File: src/rtl/rxn_seq_pkg.sv
// Shared unit indices and sequencer states for the reaction cycle sequencer.
package rxn_seq_pkg;
    localparam int NUM_UNIT = 7;
    localparam int U_UPD    = 0;   // state update
    localparam int U_PRP    = 1;   // reactant fetch and propensity
    localparam int U_TCAL   = 2;   // fresh firing time
    localparam int U_TMOD   = 3;   // rescaled firing time
    localparam int U_HEAP   = 4;   // heap update
    localparam int U_DGH    = 5;   // dependency header
    localparam int U_DGE    = 6;   // dependency entry

    typedef enum logic [3:0] {
        S_IDLE, S_UPD, S_PRP, S_TCAL, S_HPF,
        S_DGH, S_DGE, S_TMOD, S_HPD, S_DONE
    } seq_state_t;
endpackage

File: src/rtl/rxn_unit_link.sv
// One request/result link to a shared unit.
// Tracks whether a command is outstanding and qualifies the unit's done
// pulse with it. Assumes the unit answers each request with one done pulse.
module rxn_unit_link (
    input  logic clk,
    input  logic rst_n,
    input  logic issue,
    input  logic done,
    output logic req,
    output logic got,
    output logic pend
);
    assign req = issue;
    assign got = done & pend;

    // Outstanding flag: set by a request, cleared by its result.
    always_ff @(posedge clk) begin
        if (!rst_n)      pend <= 1'b0;
        else if (issue)  pend <= 1'b1;
        else if (done)   pend <= 1'b0;
    end

    // never reissue on a link that still waits for its result
    a_r10_no_reissue: assert property (@(posedge clk) disable iff (!rst_n)
        issue |-> !pend);
endmodule

File: src/rtl/rxn_dep_walker.sv
// Dependency-list walker.
// Holds the base and count of the list just read and steps an index through it.
// Assumes load happens only with a nonzero count, and step only while entries remain.
module rxn_dep_walker #(
    parameter int DG_ADDR_W = 12,
    parameter int LEN_W     = 6
) (
    input  logic                 clk,
    input  logic                 rst_n,
    input  logic                 load,
    input  logic [DG_ADDR_W-1:0] base_in,
    input  logic [LEN_W-1:0]     len_in,
    input  logic                 step,
    output logic [DG_ADDR_W-1:0] addr,
    output logic                 last
);
    logic [DG_ADDR_W-1:0] base_q;
    logic [LEN_W-1:0]     len_q;
    logic [LEN_W-1:0]     idx_q;

    // List window registers: load a new list or advance the index.
    always_ff @(posedge clk) begin
        if (!rst_n) begin
            base_q <= '0;
            len_q  <= '0;
            idx_q  <= '0;
        end else if (load) begin
            base_q <= base_in;
            len_q  <= len_in;
            idx_q  <= '0;
        end else if (step) begin
            idx_q  <= idx_q + LEN_W'(1);
        end
    end

    assign addr = base_q + DG_ADDR_W'(idx_q);
    assign last = (idx_q == len_q - LEN_W'(1));

    // the index never steps past the end of the list
    a_r4_step_in_range: assert property (@(posedge clk) disable iff (!rst_n)
        step |-> (idx_q < len_q));
endmodule

File: src/rtl/rxn_seq_fsm.sv
// Reaction cycle state machine.
// Sequences the cycle and initialization passes, one command at a time,
// and captures each unit's result. Assumes results arrive only on the unit
// addressed by the current state (guaranteed by the links).
module rxn_seq_fsm
    import rxn_seq_pkg::*;
#(
    parameter int NUM_RXN   = 1024,
    parameter int DATA_W    = 32,
    parameter int DG_ADDR_W = 12,
    parameter int LEN_W     = 6,
    localparam int RID_W    = $clog2(NUM_RXN)
) (
    input  logic                       clk,
    input  logic                       rst_n,
    input  logic                       start_init,
    input  logic                       start_cycle,
    input  logic [RID_W-1:0]           root_rxn,
    input  logic [DATA_W-1:0]          root_time,
    input  logic [NUM_UNIT-1:0]        got,
    input  logic [NUM_UNIT*DATA_W-1:0] unit_res,
    input  logic [DG_ADDR_W-1:0]       walk_addr,
    input  logic                       walk_last,
    output logic [NUM_UNIT-1:0]        issue,
    output logic [RID_W-1:0]           cmd_rxn,
    output logic [DATA_W-1:0]          cmd_arg,
    output logic                       walk_load,
    output logic [DG_ADDR_W-1:0]       walk_base,
    output logic [LEN_W-1:0]           walk_len,
    output logic                       walk_step,
    output logic                       busy,
    output logic                       cycle_done,
    output logic                       init_done,
    output logic [DATA_W-1:0]          sim_time
);
    seq_state_t          state;
    logic                issued;
    logic                init_mode;
    logic [RID_W-1:0]    rxn_q;
    logic [RID_W-1:0]    dep_q;
    logic [DATA_W-1:0]   tfire_q;
    logic [DATA_W-1:0]   prop_q;
    logic [DATA_W-1:0]   tval_q;
    logic [DATA_W-1:0]   sim_q;
    logic [NUM_UNIT-1:0] sel;
    logic [DATA_W-1:0]   res_cur;
    logic                done_cur;
    logic [RID_W-1:0]    dep_id;
    logic                is_self;
    logic                last_rxn;

    // Unit addressed by each state.
    always_comb begin
        sel = '0;
        case (state)
            S_UPD:         sel[U_UPD]  = 1'b1;
            S_PRP:         sel[U_PRP]  = 1'b1;
            S_TCAL:        sel[U_TCAL] = 1'b1;
            S_HPF, S_HPD:  sel[U_HEAP] = 1'b1;
            S_DGH:         sel[U_DGH]  = 1'b1;
            S_DGE:         sel[U_DGE]  = 1'b1;
            S_TMOD:        sel[U_TMOD] = 1'b1;
            default:       ;
        endcase
    end

    // Result of the addressed unit.
    always_comb begin
        res_cur = '0;
        for (int k = 0; k < NUM_UNIT; k++) begin
            if (sel[k]) res_cur = unit_res[k*DATA_W +: DATA_W];
        end
    end

    assign done_cur = |(got & sel);
    assign issue    = issued ? '0 : sel;
    assign dep_id   = res_cur[RID_W-1:0];
    assign is_self  = (dep_id == rxn_q);
    assign last_rxn = (rxn_q == RID_W'(NUM_RXN - 1));

    // Command bus contents for the current state.
    always_comb begin
        cmd_rxn = rxn_q;
        cmd_arg = '0;
        case (state)
            S_TCAL: cmd_arg = prop_q;
            S_HPF:  cmd_arg = tval_q;
            S_DGE:  cmd_arg = DATA_W'(walk_addr);
            S_TMOD: begin cmd_rxn = dep_q; cmd_arg = tfire_q; end
            S_HPD:  begin cmd_rxn = dep_q; cmd_arg = tval_q;  end
            default: ;
        endcase
    end

    // Walker control: load on header, step past a skipped or finished entry.
    assign walk_load = done_cur && (state == S_DGH);
    assign walk_base = res_cur[DG_ADDR_W-1:0];
    assign walk_len  = res_cur[DG_ADDR_W +: LEN_W];
    assign walk_step = done_cur && !walk_last &&
                       ((state == S_DGE && is_self) || state == S_HPD);

    // Sequencing: issue once per state, advance on the matching result.
    always_ff @(posedge clk) begin
        if (!rst_n) begin
            state     <= S_IDLE;
            issued    <= 1'b0;
            init_mode <= 1'b0;
            rxn_q     <= '0;
            dep_q     <= '0;
            tfire_q   <= '0;
            prop_q    <= '0;
            tval_q    <= '0;
            sim_q     <= '0;
        end else begin
            if ((|sel) && !issued) issued <= 1'b1;
            if (done_cur) issued <= 1'b0;
            case (state)
                S_IDLE: begin
                    if (start_init) begin
                        init_mode <= 1'b1;
                        rxn_q     <= '0;
                        state     <= S_PRP;
                    end else if (start_cycle) begin
                        init_mode <= 1'b0;
                        rxn_q     <= root_rxn;
                        tfire_q   <= root_time;
                        state     <= S_UPD;
                    end
                end
                S_UPD:  if (done_cur) state <= S_PRP;
                S_PRP:  if (done_cur) begin prop_q <= res_cur; state <= S_TCAL; end
                S_TCAL: if (done_cur) begin tval_q <= res_cur; state <= S_HPF;  end
                S_HPF: if (done_cur) begin
                    if (!init_mode)    state <= S_DGH;
                    else if (last_rxn) state <= S_DONE;
                    else begin
                        rxn_q <= rxn_q + RID_W'(1);
                        state <= S_PRP;
                    end
                end
                S_DGH: if (done_cur) begin
                    state <= (walk_len == '0) ? S_DONE : S_DGE;
                end
                S_DGE: if (done_cur) begin
                    dep_q <= dep_id;
                    if (!is_self)       state <= S_TMOD;
                    else if (walk_last) state <= S_DONE;
                end
                S_TMOD: if (done_cur) begin tval_q <= res_cur; state <= S_HPD; end
                S_HPD:  if (done_cur) state <= walk_last ? S_DONE : S_DGE;
                S_DONE: begin
                    sim_q <= init_mode ? '0 : tfire_q;
                    state <= S_IDLE;
                end
                default: state <= S_IDLE;
            endcase
        end
    end

    assign busy       = (state != S_IDLE);
    assign cycle_done = (state == S_DONE) && !init_mode;
    assign init_done  = (state == S_DONE) && init_mode;
    assign sim_time   = sim_q;

    // an accepted cycle start issues the state update for the root reaction
    a_r2_update_first: assert property (@(posedge clk) disable iff (!rst_n)
        (state == S_IDLE && start_cycle && !start_init)
        |=> (issue[U_UPD] && cmd_rxn == $past(root_rxn)));
    // initialization starts with the propensity of reaction zero
    a_r9_init_from_zero: assert property (@(posedge clk) disable iff (!rst_n)
        (state == S_IDLE && start_init) |=> (issue[U_PRP] && cmd_rxn == '0));
    // a modify result goes straight into a heap update
    a_r5_heap_after_mod: assert property (@(posedge clk) disable iff (!rst_n)
        (state == S_TMOD && done_cur)
        |=> (issue[U_HEAP] && cmd_arg == $past(res_cur)));
    // the fired reaction is never rescaled
    a_r6_no_self_mod: assert property (@(posedge clk) disable iff (!rst_n)
        issue[U_TMOD] |-> (cmd_rxn != rxn_q));
    // completion pulse lasts one clock and leaves the block idle
    a_r8_single_done: assert property (@(posedge clk) disable iff (!rst_n)
        cycle_done |=> (!cycle_done && !busy));
endmodule

File: src/rtl/rxn_cycle_seq.sv
// Reaction cycle sequencer top.
// Joins the state machine, the dependency walker and one link per shared
// unit. Assumes each unit answers every request with exactly one done pulse.
module rxn_cycle_seq
    import rxn_seq_pkg::*;
#(
    parameter int NUM_RXN   = 1024,
    parameter int DATA_W    = 32,
    parameter int DG_ADDR_W = 12,
    parameter int LEN_W     = 6,
    localparam int RID_W    = $clog2(NUM_RXN)
) (
    input  logic                       clk,
    input  logic                       rst_n,
    input  logic                       start_init,
    input  logic                       start_cycle,
    input  logic [RID_W-1:0]           root_rxn,
    input  logic [DATA_W-1:0]          root_time,
    output logic                       busy,
    output logic                       cycle_done,
    output logic                       init_done,
    output logic [DATA_W-1:0]          sim_time,
    output logic [NUM_UNIT-1:0]        unit_req,
    output logic [RID_W-1:0]           cmd_rxn,
    output logic [DATA_W-1:0]          cmd_arg,
    input  logic [NUM_UNIT-1:0]        unit_done,
    input  logic [NUM_UNIT*DATA_W-1:0] unit_res
);
    logic [NUM_UNIT-1:0]  issue;
    logic [NUM_UNIT-1:0]  got;
    logic [NUM_UNIT-1:0]  pend;
    logic                 walk_load;
    logic                 walk_step;
    logic                 walk_last;
    logic [DG_ADDR_W-1:0] walk_base;
    logic [DG_ADDR_W-1:0] walk_addr;
    logic [LEN_W-1:0]     walk_len;

    // One link per shared unit.
    for (genvar g = 0; g < NUM_UNIT; g++) begin : g_link
        rxn_unit_link link_i (
            .clk   (clk),
            .rst_n (rst_n),
            .issue (issue[g]),
            .done  (unit_done[g]),
            .req   (unit_req[g]),
            .got   (got[g]),
            .pend  (pend[g])
        );
    end

    rxn_dep_walker #(
        .DG_ADDR_W (DG_ADDR_W),
        .LEN_W     (LEN_W)
    ) walk_i (
        .clk     (clk),
        .rst_n   (rst_n),
        .load    (walk_load),
        .base_in (walk_base),
        .len_in  (walk_len),
        .step    (walk_step),
        .addr    (walk_addr),
        .last    (walk_last)
    );

    rxn_seq_fsm #(
        .NUM_RXN   (NUM_RXN),
        .DATA_W    (DATA_W),
        .DG_ADDR_W (DG_ADDR_W),
        .LEN_W     (LEN_W)
    ) fsm_i (
        .clk         (clk),
        .rst_n       (rst_n),
        .start_init  (start_init),
        .start_cycle (start_cycle),
        .root_rxn    (root_rxn),
        .root_time   (root_time),
        .got         (got),
        .unit_res    (unit_res),
        .walk_addr   (walk_addr),
        .walk_last   (walk_last),
        .issue       (issue),
        .cmd_rxn     (cmd_rxn),
        .cmd_arg     (cmd_arg),
        .walk_load   (walk_load),
        .walk_base   (walk_base),
        .walk_len    (walk_len),
        .walk_step   (walk_step),
        .busy        (busy),
        .cycle_done  (cycle_done),
        .init_done   (init_done),
        .sim_time    (sim_time)
    );

    // one request at a time, never while another command is outstanding
    a_r10_single_request: assert property (@(posedge clk) disable iff (!rst_n)
        $onehot0(unit_req) && (!(|unit_req) || !(|pend)));
endmodule

File: config.mk
export PLATFORM = sky130hd
export DESIGN_NAME = rxn_cycle_seq
export DESIGN_NICKNAME = d
export VERILOG_FILES = /design/src/rtl/rxn_seq_pkg.sv /design/src/rtl/rxn_unit_link.sv /design/src/rtl/rxn_dep_walker.sv /design/src/rtl/rxn_seq_fsm.sv /design/src/rtl/rxn_cycle_seq.sv
export SDC_FILE = /design/constraint.sdc
export NUM_CORES = 1
export LEC_CHECK = 0
export ABC_CLOCK_PERIOD_IN_PS = 10400
export BUFFER_PORTS_ARGS = -buffer_cell sky130_fd_sc_hd__buf_2
export CAP_MARGIN = 0
export CORE_AREA = 10 10 178 180
export DETAILED_ROUTE_END_ITERATION = 8
export DIE_AREA = 0 0 188 190
export GPL_TIMING_DRIVEN = 0
export HOLD_SLACK_MARGIN = 0.08
export SETUP_SLACK_MARGIN = 0.15
export SKIP_LAST_GASP = 1
export SYNTH_ARGS = -nofsm -noshare
export SYNTH_HDL_FRONTEND = slang
export SYNTH_HIERARCHICAL = 1
export SYNTH_SLANG_ARGS = --single-unit
File: constraint.sdc
create_clock -name clk -period 10.4 [get_ports clk]
set_clock_uncertainty 0.05 [all_clocks]
set_input_delay 0 -clock clk [delete_from_list [all_inputs] [get_ports clk]]
set_output_delay 0 -clock clk [all_outputs]
set_load 0.005 [all_outputs]
==> results.md, run 1 <==
Route:
- The DRC violation total after the first TritonRoute iteration is 1,296.
- After detailed routing, the number of vias per cell comes to between 5 and 6.
- The total wirelength of the detailed-routed design is approximately 50 mm.
- The residual antenna-violating net count after detailed routing is 0.
- For this run, the detailed router's first-pass iteration total came to 9.
- For this run, design rule violations remaining after detail routing come to 2.
- Summing over every cut layer, the via total after detailed routing is 13,000.
- The post-detailed-route wirelength per cell is around 23 um.

Setup path:
- The required time of the critical path is 10.73 ns.
- Setup slack on the worst reg-to-reg path comes out at between 5 and 6 ns.
- In this run the critical register-to-register path is launched from fsm_i/state[2]$_SDFFE_PN0P_.
- At the worst endpoint, the arrival time is about 5.7 ns.
- The worst setup path is captured at a flip-flop.
- The largest fanout of any net on the critical path is 10.
- The launch point of the critical path is fsm_i/state[2]$_SDFFE_PN0P_.
- The worst setup path is of the flip-flop to flip-flop kind.
- The kind of start point of the critical path is a flip-flop.

Yosys:
- The number of enable flip-flop cells after synthesis is 0.
- The combined area of all synthesized cells is roughly 11,000 um2.
- Dividing the synthesized area by the synthesized cell count gives ~7.9 um2.
- Yosys printed 6 warnings.
- Yosys attributes the largest share of cell area to dfxtp_1, nand2_1, a21oi_1, nor2_1, a222oi_1.
- Counting flops and latches in the post-synthesis netlist gives roughly 190.
- The synthesized netlist net count is 1,690.
- The number of different library cells used by synthesis comes to 86.
- Sequential cells were found to cover about a third of the synthesized design area.
- The proportion of synthesized flip-flops having asynchronous set or reset is 0%.
- The portion of synthesized cell area occupied by the leading cell type is 33.5%.
- The cell accounting for the most synthesized area is dfxtp_1.
- The most used flip-flop cell after synthesis is dfxtp_1.
- Counting every instance in the synthesized netlist gives ~1,400.

Clock network:
- The clock tree synthesis step divided the H-tree into 4 levels.
- The clock sink count is 185.
- The clock-pin slew reported for the worst setup and hold paths after clock tree synthesis is 0.08 ns.
- Counting along the longest clock path gives a buffer depth of 2.
- The clock tree from TritonCTS is done.
- The later pin in the worst-skew pair is clocked with a latency of approximately 0.44 ns.
- Clock tree synthesis inserted a total of 17 buffers.
- Clock tree synthesis selected as its root buffer the cell clkbuf_16.
- The number of instances resized during post-cts repair is 0.
- The post-CTS setup buffer count is 0.
- The hold buffer count at CTS is 80.

Finish:
- The count of cells in the finished layout, fillers not included, comes to about 2,300.
- At the end of the flow, the number of nets in the layout was approximately 2,100.
- The layout has between 2,000 and 3,000 filler cells.
- The share of post-route cells with drive strength above 1 is between 20% and 30%.
- The synthesis-to-finish area growth is 33.6%.

Floorplanning:
- The initial core utilization is 39.2%.
- The placeable core area is 28,200 um2.
- The die is between 150 and 200 um tall.
- The area of the die is 35,700 um2.
- The placement row count is 62.
- Measured along the x axis, the die boundary spans roughly 190 um.
- Pin placement for this block handled ~360 I/O pins.

Placed design:
- The number of placed cells counting well taps is roughly 2,100.
- The congestion estimate from routability-driven global placement came to 0.992.
- The wire-length estimate of the detail-placed layout is 40.5 mm.
- The count of input and output buffers is 359.

Timing:
- Setup violations remaining at the end of the flow were counted as 0.
- The max-slew violation count was 0.
- The actual transition at the worst max-transition pin is roughly 1.1 ns.
- The smallest clock period supported by the final layout is computed as roughly 5.3 ns.
- The hold violation count in the final report is 0.
- Setup repair after global routing left no endpoint under its margin.
- The worst slew margin relative to its limit is 29.7%.
- The setup TNS is 0 ns.
- The share of the clock period used by the worst path is about half.
- The maximum clock frequency is approximately 190 MHz.

Pwr:
- The analysis attributes to cell leakage a power of between 0.006 and 0.007 uW.
- Combinational logic burns between 40 and 50% of the power.
- The completed layout was analyzed and its total power is around 2600 uW.
- Cell internal power was estimated by the tool at roughly 1500 uW.
- The net switching fraction of the power is roughly two fifths.
- The part of the power in registers is between 30% and 40%.
- The clock network burns a little over a quarter of the power.
- The maximum VDD drop is between 0.0001 and 0.00015 V.
- The ratio of total power to cell area is 173 nW/um2.
- The switching power of the nets is between 1000 and 1500 uW.

GRT:
- The pin count of the biggest net entering global routing is 21.
- The total overflow reported by the global router is 0.
- Global routing used around 27% of the available tracks.
- The initial antenna violation count is 4.
- The via count of the first global-routing pass is between 10,000 and 15,000.
- The wire length of the first global-routing pass is 76.1 mm.

Outcome:
- The checks that failed: DRC.
- The run finished, with violations left.

Job:
- The tool flagged a number of max-cap violations equal to 0.

Worst hold path:
- The path class of the tightest hold or removal check is input port to flip-flop.
- In this run the most critical hold path is launched from unit_res[121].
stage by stage:
stage	area (um2)	setup slack, ns	utilization, %	hold WS (ns)
after floorplan	11100	7.00	-	0.0675
after detailed placement	13400	5.16	47.3	0.199
final	14800	5.07	52.3	0.0912
after global placement	13300	5.17	47.2	0.193
after CTS	14800	5.15	52.3	0.0837
after global routing	14800	4.90	52.3	0.123
sequential cells by signal, indices dropped and copies added (netlist names):
name                flops
fsm_i/dep_q            10
fsm_i/init_mode         1
fsm_i/issued            1
fsm_i/prop_q           32
fsm_i/rxn_q            10
fsm_i/sim_time         32
fsm_i/state             4
fsm_i/tfire_q          32
fsm_i/tval_q           32
g_link.link_i/pend      7
walk_i/base_q          12
walk_i/idx_q            6
walk_i/len_q            6
Yosys cell counts, types with 9 or more instances:
master and instances:
mux2_2 13, nor2b_1 42, o22ai_1 9, nor3_1 9, xor2_1 9, nand3_1 20, nor3b_1 37, nor2_1 159
buf_1 10, o211ai_1 9, a211oi_1 63, and2_1 9, nand2_1 168, ha_1 9, buf_4 32, o21ai_0 27
mux2i_1 43, a21oi_1 123, inv_1 44, a222oi_1 48, buf_2 14, a31oi_1 10, and3_1 23, xnor2_1 14
nand3b_1 17, a22oi_1 41, clkbuf_1 78, dfxtp_1 185, o21a_1 9
power by group through the flow:
stage | Sequential (uW) | Clock (uW) | Combinational [uW]
after global routing | 787 | 722 | 1150
after global placement | 797 | 0 | 1010
after floorplan | 783 | 0 | 632
after CTS | 781 | 690 | 1060
final | 782 | 683 | 1090
after detailed placement | 798 | 0 | 1010
routing by layer:
metal / part of all wire, % / vias up / track usage, %
met5: 0.051 / - / 0
met4: 2.8 / 4 / 8.98
met3: 8.6 / 103 / 5.84
met2: 48 / 692 / 46.8
met1: 40 / 6176 / 33.5
li1: - / 5989 / -
layout by cell type, fill, tap and decap left out, types with 7 or more instances in the layout:
cell,count
a211oi_1,63
mux2i_1,43
and2_1,9
nand2b_1,8
nand2_1,168
o21ai_0,27
nor2b_1,42
buf_4,32
dlygate4sd3_1,80
nor3_1,8
ha_1,9
buf_2,373
nand3b_1,17
a21oi_1,123
o211ai_1,9
nor2_1,159
clkbuf_1,78
o21a_1,9
clkbuf_16,17
buf_1,10
and3_1,23
xnor2_1,14
a222oi_1,48
and2_2,7
dfxtp_1,185
o22ai_1,9
a21o_1,7
nor3b_1,37
nand3_1,20
a31oi_1,10
inv_1,44
mux2_2,13
a22oi_1,41
xor2_1,9
kinds of logic (layout without fill, tap and decap cells):
logic type,Yosys count,after routing,synth area share [%]
xor+xnor,24,24,1.97
flops,185,185,33.5
compound gates,395,395,25.3
simple gates,544,544,24.7
fa+ha+maj,11,11,1.29
other cells,0,2,0
mux,57,57,5.32
buf+inv,187,658,8.00
critical path: stages (launching register included):
cell and delay (ns):
dfxtp_1 0.54, buf_6 0.21, and4bb_2 0.24, buf_2 0.28, buf_1 0.62, clkbuf_1 0.73, buf_1 0.62, nand3_1 0.24
a211oi_1 0.88, nand4_1 0.30, or3_1 0.43, a21oi_1 0.13
path summary, 6_finish.rpt:
check | to | cells past startpoint
max | walk_i/idx_q[5]$_SDFFE_PP0P_ | 11
min reg2reg | fsm_i/prop_q[8]$_SDFFE_PN0P_ | 2
min | fsm_i/prop_q[25]$_SDFFE_PN0P_ | 4
max reg2reg | walk_i/idx_q[5]$_SDFFE_PP0P_ | 11
layout make-up:
cell class	instances	area (um2)	share of cell area [%]
Multi-Input combinational cell	1031	6490	43.9
Sequential cell	185	3700	25.1
Tap cell	384	480	3.25
Timing Repair Buffer	439	2600	17.6
Buffer	140	708	4.79
Clock inverter	15	196	1.33
Inverter	47	176	1.19
Clock buffer	17	425	2.88
Antenna cell	2	5.00	0.0339
Note: power is estimated with default switching activity, not from simulation.
==> run 2, diff against run 1 <==
Settings changed: ABC_AREA set to 1, ABC_CLOCK_PERIOD_IN_PS 10400 to 4350, CORE_AREA 10 10 178 180 to 10 10 174 176, DIE_AREA 0 0 188 190 to 0 0 184 186, PLACE_DENSITY set to 0.68.
Clock period 10.4 ns to 4.35 ns, I/O delays scaled along.
==> run 2 against run 1 <==
  * The run now ends clean
  * Final area down 3.2%
  * Synthesized cell count is 16% higher
  * Final cell count is 8.4% higher
  * Sequential power increased by 150%
  * Hold slack lost 0.0043 ns
  * First-iteration DRC count rose by 6.3%
==> results.md, run 2 <==
Outcome:
- The flow ran to the end, and the final reports show no timing, DRC or antenna violations.

Setup path:
- The required time of the critical path is 4.67 ns (-6.06 ns).
- The cell with the largest stage delay on the worst path is clkbuf_1.
- The largest stage delay on the critical path was 0.82 ns (-0.06 ns).
- Walking the worst path, the cells encountered are inv_1 -> nand2_1 -> nor2_1 -> clkbuf_1 -> clkbuf_1 -> a221oi_1 -> o2111ai_1 -> a21oi_1 -> dlygate4sd3_1 -> a21oi_1.
- The register-to-register setup slack came to 0.29 ns (-4.79 ns).
- The worst setup path is of the flip-flop to flip-flop kind.
- STA classifies the critical path startpoint as a flip-flop.
- The signal arrival time at the worst endpoint is 4.38 ns (-1.27 ns).
- The largest fanout of any net on the critical path is 10 (unchanged).
- The element type at the critical path end is a flip-flop.

Finish:
- In the layout the commonest cells are nand2_1, buf_2, a21oi_1.
- The number of non-filler instances in the completed layout is 2,450 (+8.4%).
- The most common cell after layout, fill and taps aside is nand2_1.
- The cell area after layout is 14,300 um2 (-3.2%).
- The share of post-route cells with drive strength above 1 is 23.0% (-3.1 points).
- The final net count came to 2,383 (+11%).
- The share of the core filled with cells in the final layout came to 53.5% (+1.2 points).
- The area growth from synthesis to layout is 35.8%.

Timing:
- The hold violation count in the final report is 0 (unchanged).
- The share of the clock period used by the worst path is 93.4% (+42 points).
- The worst slew margin relative to its limit is 27.5% (-2.2 points).
- The setup TNS is 0 ns (unchanged).
- Setup repair after global routing left no endpoint under its margin.
- The actual transition at the worst max-transition pin came to 1.09 ns (+0.0370 ns).
- The max-slew violation count is 0 (unchanged).
- The final critical path time including I/O delays and setup came to 4.06 ns (-1.26 ns).
- The maximum clock frequency is 246 MHz (+31%).
- The number of setup violations in the final report is 0 (unchanged).

GRT:
- The pin count of the biggest net entering global routing came to 19 (-9.5%).
- The total overflow reported by the global router was 0 (unchanged).
- The total global routing track utilization is 27.2% (-0.16 points).
- The via count of the first global-routing pass is 12,900 (+0.63%).
- The wire length of the first global-routing pass was 72.1 mm (-5.2%).
- The initial antenna violation count was 2 (-2).

Clock network:
- The number of buffers created by CTS is 17 (unchanged).
- The number of H-tree levels is 4 (unchanged).
- The clock root buffer is clkbuf_16.
- The maximum clock insertion buffer count is 2 (unchanged).
- TritonCTS built the clock tree.
- The post-CTS setup buffer count came to 0 (unchanged).
- The clock-pin slew reported for the worst setup and hold paths after clock tree synthesis came to 0.08 ns (about the same).
- The clock sink count came to 185 (unchanged).
- The later-pin clock latency in the skew report is 0.44 ns (about the same).

Pwr:
- The maximum VDD drop came to 0.000300 V (+160%).
- The ratio of total power to cell area was 439 nW/um2 (+150%).
- The static leakage is 0.00665 uW (+8.9%).
- The total chip power is 6270 uW (+150%).

Route:
- The DRC violations left is 0 (-2).
- The number of search-and-repair iterations in the first detailed-routing pass is 5 (-4).
- The via density per instance is 5.33 (-7.2%).
- The total wirelength of the detailed-routed design is 48.0 mm (-6.5%).
- The residual antenna-violating net count after detailed routing is 0 (unchanged).
- The DRC violation total after the first TritonRoute iteration was 1,377 (+6.3%).
- The count of vias placed by the detailed router is 13,000 (+0.64%).
- The post-detailed-route wirelength per cell is 19.6 um (-14%).

Yosys:
- The flip-flop and latch count after synthesis is 185 (unchanged).
- The count of distinct cell types in the synthesized netlist is 48 (-44%).
- Counting instances in the post-synthesis netlist gives the leading cell types as nand2_1, a21oi_1, dfxtp_1.
- Sorting the synthesized cells by area gives the leading types as dfxtp_1, nand2_1, a21oi_1, o21ai_0, inv_1.
- The share of synthesized area occupied by flip-flops and latches is 35.2% (+1.7 points).
- In the post-synthesis netlist, the cell with the most instances is nand2_1.
- The post-synthesis area per instance was 6.50 um2 (-18%).
- The most used flip-flop cell after synthesis is dfxtp_1.
- The combined area of all synthesized cells is 10,500 um2 (-4.8%).
- The proportion of synthesized flip-flops having asynchronous set or reset came to 0% (unchanged).
- The gate count after technology mapping is 1,621 (+16%).
- The count of warnings emitted by yosys is 6 (unchanged).
- The synthesized netlist net count was 1,908 (+13%).
- The portion of synthesized cell area occupied by the leading cell type is 35.2% (+1.7 points).
- The cell accounting for the most synthesized area is dfxtp_1.
- The number of enable flip-flop cells after synthesis is 0 (unchanged).

Floorplanning:
- The die span in x was 184 um (-2.1%).
- The placeable core area is 26,700 um2 (-5.4%).
- The placement row count is 60 (-3.2%).
- The initial core utilization is 39.4% (+0.24 points).
- The height of the die is 186 um (-2.1%).
- The area of the die was 34,200 um2 (-4.2%).
- The number of placed I/O pins is 361 (unchanged).

Job:
- The max-cap check violation count is 0 (unchanged).

Placed design:
- The count of input and output buffers is 360 (+0.28%).
- The number of placed cells counting well taps is 2,322 (+8.2%).
- The cell area after placement came to 12,800 um2 (-4.4%).
- The detailed placer's ending HPWL is 37.2 mm (-8.0%).
- The final estimated routing congestion in global placement is 0.973 (-2.0%).

Worst hold path:
- The class of the most critical hold timing path is input port to flip-flop.
-- run 2: cell types whose count changed in the layout (fill, tap and decap cells not counted), sizes merged, moves of 41 or more --
cell / delta
nand2: +283
o21ai: +128
inv: +123
a21oi: +77
a211oi: -59
nand3: +55
a222oi: -48
mux2i: -43
nor2b: -42
a22oi: -41
-- run 2: cell type report --
cell class                      instances  area, um2
Fill cell                            2696      12400
Tap cell                              341        427
Antenna cell                            1       2.50
Multi-Input combinational cell       1151       5640
Buffer                                115        566
Clock buffer                           18        439
Clock inverter                         13        130
Inverter                              170        638
Sequential cell                       185       3700
Timing Repair Buffer                  456       2760
-- run 2: path summary, 6_finish.rpt --
check,depth (start not counted),startpoint,end
max,10,fsm_i/state[2]$_SDFFE_PN0P_,fsm_i/tval_q[22]$_SDFFE_PN0P_
min,5,unit_res[109],fsm_i/tval_q[13]$_SDFFE_PN0P_
min reg2reg,2,fsm_i/sim_time[13]$_SDFFE_PN0N_,fsm_i/sim_time[13]$_SDFFE_PN0N_
max reg2reg,10,fsm_i/state[2]$_SDFFE_PN0P_,fsm_i/tval_q[22]$_SDFFE_PN0P_
-- run 2: layer usage --
layer,routed length (um),part of all wire (%),vias to the layer above,GRT usage (%)
li1,-,-,6311,-
met1,19700,41,6003,33.6
met2,22500,47,654,45.4
met3,4350,9.1,77,6.16
met4,1500,3.1,2,9.47
met5,9,0.019,-,0
-- run 2: where the power goes --
group / total [uW] / leakage [uW] / switching, uW / internal [uW]
clock: 1520 / 0.000270 / 745 / 771
sequential: 1930 / 0.00150 / 106 / 1830
combinational: 2820 / 0.00488 / 1780 / 1050
-- run 2: cell families after synthesis --
group / count (synthesis) / share of synthesized area, %
xor gates and xnor gates: 9 / 0.748
DFF: 185 / 35.2
adders and majority gates: 10 / 1.26
and+or+nand+nor: 687 / 27.4
buffers and inverters: 285 / 11.4
AOI/OAI and AO/OA: 445 / 24.0
-- run 2: critical path, delay by kind of cell (launching register included) --
family | cells | cell delay (ns)
DFF | 1 | 0.37
buffers and inverters | 4 | 2.09
AOI/OAI and AO/OA | 4 | 0.87
and+or+nand+nor | 2 | 0.61
-- run 2: metrics by stage --
step | setup WS, ns | hold slack (ns)
6_report | 0.287 | 0.0869
5_1_grt | 0.154 | 0.116
2_1_floorplan | 1.51 | 0.0715
3_3_place_gp | 0.173 | 0.220
3_5_place_dp | 0.130 | 0.228
4_1_cts | 0.334 | 0.0860
-- run 2: repair_timing --
item	4_1_cts	5_1_grt
setup endpoints to repair	2	2
endpoints found under the hold margin	88	0
resized for setup	1	1
hold buffers	96	0
